## src/rtl/sect_guard_pkg.sv

```systemverilog
package sect_guard_pkg;
  localparam int NSECT   = 11;
  localparam int IDX_W   = $clog2(NSECT);

  typedef logic [NSECT-1:0] sect_vec_t;

  // Array offset (19 bits) to sector number; large sectors sit low,
  // the small ones sit in the top 64 KB.
  function automatic logic [IDX_W-1:0] sector_index(input logic [18:0] off);
    if (off[18:16] != 3'd7)  return IDX_W'(off[18:16]);
    else if (!off[15])       return IDX_W'(7);
    else if (off[14])        return IDX_W'(10);
    else if (!off[13])       return IDX_W'(8);
    else                     return IDX_W'(9);
  endfunction

  function automatic logic [1:0] summary_code(input sect_vec_t v);
    if (&v)      return 2'b11;
    else if (|v) return 2'b01;
    else         return 2'b00;
  endfunction
endpackage

```

## src/rtl/sect_map.sv

```systemverilog
module sect_map
  import sect_guard_pkg::*;
#(
  parameter int ADDR_W  = 24,
  parameter int ARRAY_AW = 19
) (
  input  logic [ADDR_W-1:0] addr,
  output sect_vec_t         hit
);
  logic [ARRAY_AW-1:0] off;
  logic [IDX_W-1:0]    idx;

  assign off = addr[ARRAY_AW-1:0];
  assign idx = sector_index(off);

  for (genvar i = 0; i < NSECT; i++) begin : g_hit
    assign hit[i] = (idx == IDX_W'(i));
  end
endmodule

```

## src/rtl/prot_bank.sv

```systemverilog
module prot_bank
  import sect_guard_pkg::*;
(
  input  logic      clk,
  input  logic      rst_n,
  input  sect_vec_t set_vec,
  input  sect_vec_t clr_vec,
  input  logic      set_all,
  input  logic      clr_all,
  output sect_vec_t prot_vec
);
  for (genvar i = 0; i < NSECT; i++) begin : g_bit
    always_ff @(posedge clk or negedge rst_n) begin
      if (!rst_n)                        prot_vec[i] <= 1'b1;
      else if (set_all || set_vec[i])    prot_vec[i] <= 1'b1;
      else if (clr_all || clr_vec[i])    prot_vec[i] <= 1'b0;
    end
  end
endmodule

```

## src/rtl/lock_ctrl.sv

```systemverilog
module lock_ctrl (
  input  logic clk,
  input  logic rst_n,
  input  logic wr,
  input  logic wr_lock,
  input  logic wp_n,
  output logic lock
);
  always_ff @(posedge clk or negedge rst_n) begin
    if (!rst_n)               lock <= 1'b0;
    else if (wr && wr_lock)   lock <= 1'b1;
    else if (wr && wp_n)      lock <= 1'b0;
  end
endmodule

```

## src/rtl/sect_guard.sv

```systemverilog
module sect_guard
  import sect_guard_pkg::*;
#(
  parameter int ADDR_W   = 24,
  parameter int ARRAY_AW = 19,
  parameter int DATA_W   = 8,
  parameter int LOCK_BIT = 7,
  parameter int GLB_LO   = 2
) (
  input  logic              clk,
  input  logic              rst_n,
  input  logic              wp_n,
  input  logic              cmd_protect,
  input  logic              cmd_unprotect,
  input  logic              cmd_status_wr,
  input  logic [ADDR_W-1:0] cmd_addr,
  input  logic [DATA_W-1:0] status_data,
  input  logic [ADDR_W-1:0] query_addr,
  output logic              query_prot,
  output logic [DATA_W-1:0] query_byte,
  output logic              status_lock,
  output logic [1:0]        status_swp,
  output logic              wel_drop
);
  sect_vec_t cmd_hit, q_hit, prot_vec, set_vec, clr_vec;
  logic do_prot, do_unprot, sect_req, blocked, glb_ok, set_all, clr_all;
  logic [1:0] glb_field;

  sect_map #(.ADDR_W(ADDR_W), .ARRAY_AW(ARRAY_AW)) u_cmap (.addr(cmd_addr),   .hit(cmd_hit));
  sect_map #(.ADDR_W(ADDR_W), .ARRAY_AW(ARRAY_AW)) u_qmap (.addr(query_addr), .hit(q_hit));

  // strobe priority: status write, then protect, then unprotect
  assign do_prot   = cmd_protect & ~cmd_status_wr;
  assign do_unprot = cmd_unprotect & ~cmd_status_wr & ~cmd_protect;
  assign sect_req  = do_prot | do_unprot;
  assign blocked   = sect_req & status_lock;

  assign glb_field = status_data[GLB_LO+1:GLB_LO];
  assign glb_ok    = cmd_status_wr & ~status_lock & ~status_data[LOCK_BIT];
  assign set_all   = glb_ok & (glb_field == 2'b11);
  assign clr_all   = glb_ok & (glb_field == 2'b00);

  assign set_vec = (do_prot   & ~status_lock) ? cmd_hit : '0;
  assign clr_vec = (do_unprot & ~status_lock) ? cmd_hit : '0;

  prot_bank u_bank (
    .clk(clk), .rst_n(rst_n), .set_vec(set_vec), .clr_vec(clr_vec),
    .set_all(set_all), .clr_all(clr_all), .prot_vec(prot_vec)
  );

  lock_ctrl u_lock (
    .clk(clk), .rst_n(rst_n), .wr(cmd_status_wr),
    .wr_lock(status_data[LOCK_BIT]), .wp_n(wp_n), .lock(status_lock)
  );

  always_ff @(posedge clk or negedge rst_n) begin
    if (!rst_n) wel_drop <= 1'b0;
    else        wel_drop <= blocked;
  end

  assign query_prot = |(prot_vec & q_hit);
  assign query_byte = {DATA_W{query_prot}};
  assign status_swp = summary_code(prot_vec);
endmodule

```

## config.mk

```make
export PLATFORM = sky130hd
export DESIGN_NAME = sect_guard
export DESIGN_NICKNAME = d
export VERILOG_FILES = /design/src/rtl/sect_guard_pkg.sv /design/src/rtl/sect_map.sv /design/src/rtl/prot_bank.sv /design/src/rtl/lock_ctrl.sv /design/src/rtl/sect_guard.sv
export SDC_FILE = /design/constraint.sdc
export NUM_CORES = 1
export LEC_CHECK = 0
export BUFFER_PORTS_ARGS = -buffer_cell sky130_fd_sc_hd__clkbuf_2
export CORE_MARGIN = 1
export CORE_UTILIZATION = 25
export CTS_CLUSTER_SIZE = 30
export DETAILED_ROUTE_END_ITERATION = 6
export MAX_ROUTING_LAYER = met4
export PLACE_DENSITY_LB_ADDON = 0.3
export SLEW_MARGIN = 20
export SYNTH_ARGS = -nofsm -noshare
export SYNTH_HDL_FRONTEND = slang
export SYNTH_SLANG_ARGS = --single-unit
```

## constraint.sdc

```tcl
create_clock -name clk -period 5.5 [get_ports clk]
set_input_delay 1.1 -clock clk [delete_from_list [all_inputs] [get_ports clk]]
set_output_delay 1.1 -clock clk [all_outputs]
set_load 0.02 [all_outputs]
```

==> flow_summary.yaml <==
synth:
  synth_enable_flop_cells: 0
  synthesis.area_um2: 951
  synth_largest_area_cell: "sky130_fd_sc_hd__dfstp_2"
  syn-num-nets: 165
  synth.yosys.seq_area_share: 0.357
  async_flop_share: 1.00
  synth.yosys.warnings: 0
  synth_top_cell_area_share: 0.304
  synth_cell_types: 38
  synth_top_cells_by_area: "sky130_fd_sc_hd__dfstp_2 30%, sky130_fd_sc_hd__o211ai_1 12%, sky130_fd_sc_hd__buf_4 7.1%"
  synthesis.instances: 103
  ys_ff_latch: 13
  syn-mean-instance-area_um2: 9.23
  dominantRegCellSynth: "sky130_fd_sc_hd__dfstp_2"
clock_tree:
  clock_pin_slew_on_the_worst_setup_and_hold_paths_ps: 50
  cts.repair.resized: 0
  postCtsSetupBuffers: 0
  clkLatencyLatePin_ps: 240
  inserted_clock_buffers: 3
  numClockSinks: 13
  clk_root_buffer_cell: "sky130_fd_sc_hd__clkbuf_8"
  cts-htree-levels: 1
  cts_tree: "yes"
  cts_max_path_buffers: 2
  ctsHoldBuffers: 0
power:
  vdd_drop_max_mv: 0.0785
  total_switching_power_mw: 0.132
  pwr-share-seq: 0.462
  comb_power_share: 0.310
  cellPowerDensity_nw_per_um2: 332
  share_clk_of_total_power: 0.228
  leakage_nw: 0.445
  p_int_mw: 0.246
  switching_share: 0.349
critical_path:
  cp_num_buf_inv: 2
  setup.worst_path.start_class: "input port"
  path_cells: "clkbuf_2 > nand3b_1 > a21boi_0 > a311oi_1 > o32ai_1 > clkbuf_2"
  cp-end-kind: "output pin"
  timing.critical_path.mode_cell: "sky130_fd_sc_hd__clkbuf_2"
  critical_path.max_stage_delay_ps: 720
  cp_slowest_cell: "sky130_fd_sc_hd__o32ai_1"
  timing.reg2reg.setup_slack_ps: 3970
  worstPathMaxFanout: 9
  kind_of_cell_adding_the_most_delay_to_the_critical_path: "compound AO/OA/AOI/OAI gates"
  worstSetupPathType: "in -> out"
  arrival_ps: 2640
  cp.required_ps: 4400
final_layout:
  design.final.nets: 191
  final_layout_size_suffix_gt1_frac: 0.430
  final-instance-count-excl-fill: 176
  antennaDiodeCount: 0
  fillerInstances: 375
  syn_to_final_growth_pct: 19.9
grt:
  grt.met3_usage: 0.0308
  gr-usage-all-layers: 0.131
  grt_start_max_net_pins: 14
  grt_first_pass_wirelength_mm: 4.00
  grt_antenna_before_repair: 0
  globalRoute.busiestLayer: "met2"
  globalRoute.totalOverflow: 0
  met1_usage: 0.163
  grt_pass1_vias: 831
  globalRouteMet2Util: 0.214
place:
  place.detailed.hpwl_mm: 1.85
  gp_routability_congestion: 0.743
  buffer_ports.inserted: 33
  place.detailed.instances: 172
sta:
  maxClockFrequency_ghz: 0.268
  final-hold-violation-count: 0
  min_period_ps: 3740
  timing_max_transition_violations_final: 0
  setup_repair_after_global_routing_missed_its_margin: "no"
  worst-slew-pin-transition_ps: 807
  timing.clock.skew_ps: 3.21
  worst_slew_margin_rel: 0.460
  finalSetupViolations: 0
  tns_ps: 0
  layout_worst_path_cycle_share: 0.679
route:
  drt_first_pass_iters: 4
  postRouteWirelength_mm: 2.36
  wire_per_inst_um: 13.4
  detailroute.via_count: 888
  route.antenna.remaining_nets: 0
  drt_first_iter_violations: 21
  post-route-drc-count: 0
  detail_route.vias_per_cell: 5.05
min_path:
  hold_path_class: "reg -> reg"
die:
  core_region_area_um2: 3660
  rows: 22
  chipWidth_um: 63.7
  initial_core_util: 0.260
  pin_count: 75
  fp.dieH_um: 63.7
  design.die.area_um2: 4050
status:
  status: "finished, final reports clean"
flow_run:
  maxCapViolCount: 0
==> per-stage QoR <==
step / utilization / worst slack, ps / power [mW] / instance area, µm² / hold slack, ps
after floorplan: - / 1560 / 0.262 / 951 / 516
after global placement: 0.299 / 1780 / 0.289 / 1090 / 542
after detailed placement: 0.299 / 1730 / 0.294 / 1090 / 543
after CTS: 0.311 / 1730 / 0.381 / 1140 / 551
after global routing: 0.311 / 1570 / 0.402 / 1140 / 585
final: 0.311 / 1760 / 0.378 / 1140 / 552
==> worst register-to-register path: cells and delay by family, from the launching register on <==
kind,cells,cell delay [ps]
flops,1,460
simple gates,2,550
compound gates,2,400
==> Yosys cell counts (all sizes together) (2+ instances only) <==
library cell / count
a31o: 2
buf: 11
dfrtp: 2
dfstp: 11
inv: 3
mux2: 2
nand2: 8
nand2b: 3
nand3: 6
nand4: 2
nor2: 6
nor3: 2
nor3b: 4
nor4: 2
o211ai: 15
o21ai: 3
o311ai: 3
==> power groups by stage <==
stage	Combinational (mW)	Clock (mW)	Sequential, mW
2_1_floorplan	0.0987	0	0.164
3_3_place_gp	0.115	0	0.174
3_5_place_dp	0.118	0	0.176
4_1_cts	0.118	0.0878	0.175
5_1_grt	0.130	0.0914	0.180
6_report	0.117	0.0862	0.175
==> layout by cell type (no fill, tap or decap), types with 2 or more instances in the layout <==
cell and n:
sky130_fd_sc_hd__clkbuf_2 33, sky130_fd_sc_hd__o211ai_1 15, sky130_fd_sc_hd__dfstp_2 11, sky130_fd_sc_hd__nand2_1 8, sky130_fd_sc_hd__nand3_1 6, sky130_fd_sc_hd__nor2_1 6
sky130_fd_sc_hd__nor3b_1 3, sky130_fd_sc_hd__inv_1 3, sky130_fd_sc_hd__nand2b_1 3, sky130_fd_sc_hd__o311ai_0 3, sky130_fd_sc_hd__clkbuf_8 3, sky130_fd_sc_hd__nand4_1 2
sky130_fd_sc_hd__nor3_1 2, sky130_fd_sc_hd__nor4_1 2, sky130_fd_sc_hd__mux2_2 2, sky130_fd_sc_hd__o21ai_0 2, sky130_fd_sc_hd__a31o_2 2, sky130_fd_sc_hd__dfrtp_1 2
==> sequential cells by signal (all words and copies together) (netlist names) <==
register and count:
u_bank.prot_vec 11, u_lock.lock 1, wel_drop 1
==> layout make-up <==
class	count	area (µm²)	share of cell area
Multi-Input combinational cell	75	519	0.456
Sequential cell	13	339	0.297
Timing Repair Buffer	33	165	0.145
Tap cell	48	60.1	0.0527
Clock buffer	4	45.0	0.0395
Inverter	3	11.3	0.00988
==> final timing paths <==
check | from | end | depth (start not counted)
setup / recovery | query_addr[14] | query_byte[7] | 6
hold / removal | u_bank.prot_vec[6]$_DFFE_PN1P_ | u_bank.prot_vec[6]$_DFFE_PN1P_ | 2
setup reg to reg | u_lock.lock$_DFFE_PN0P_ | u_bank.prot_vec[0]$_DFFE_PN1P_ | 4
hold reg to reg | u_bank.prot_vec[6]$_DFFE_PN1P_ | u_bank.prot_vec[6]$_DFFE_PN1P_ | 2
max in group asynchronous | rst_n | u_bank.prot_vec[6]$_DFFE_PN1P_ | 1
min in group asynchronous | rst_n | wel_drop$_DFF_PN0_ | 1
==> per-layer routing <==
layer | wire, µm | vias up
li1 | - | 443
met3 | 127 | 3
met1 | 1080 | 412
met5 | 0 | -
met2 | 1140 | 30
met4 | 15 | 0
==> cells by family after synthesis <==
family | after synthesis | share of synthesized area
muxes | 2 | 0.0237
and+or+nand+nor | 40 | 0.253
buffers and inverters | 15 | 0.0974
DFF | 13 | 0.357
AOI/OAI and AO/OA | 33 | 0.270
Note: power is estimated with default switching activity, not from simulation.
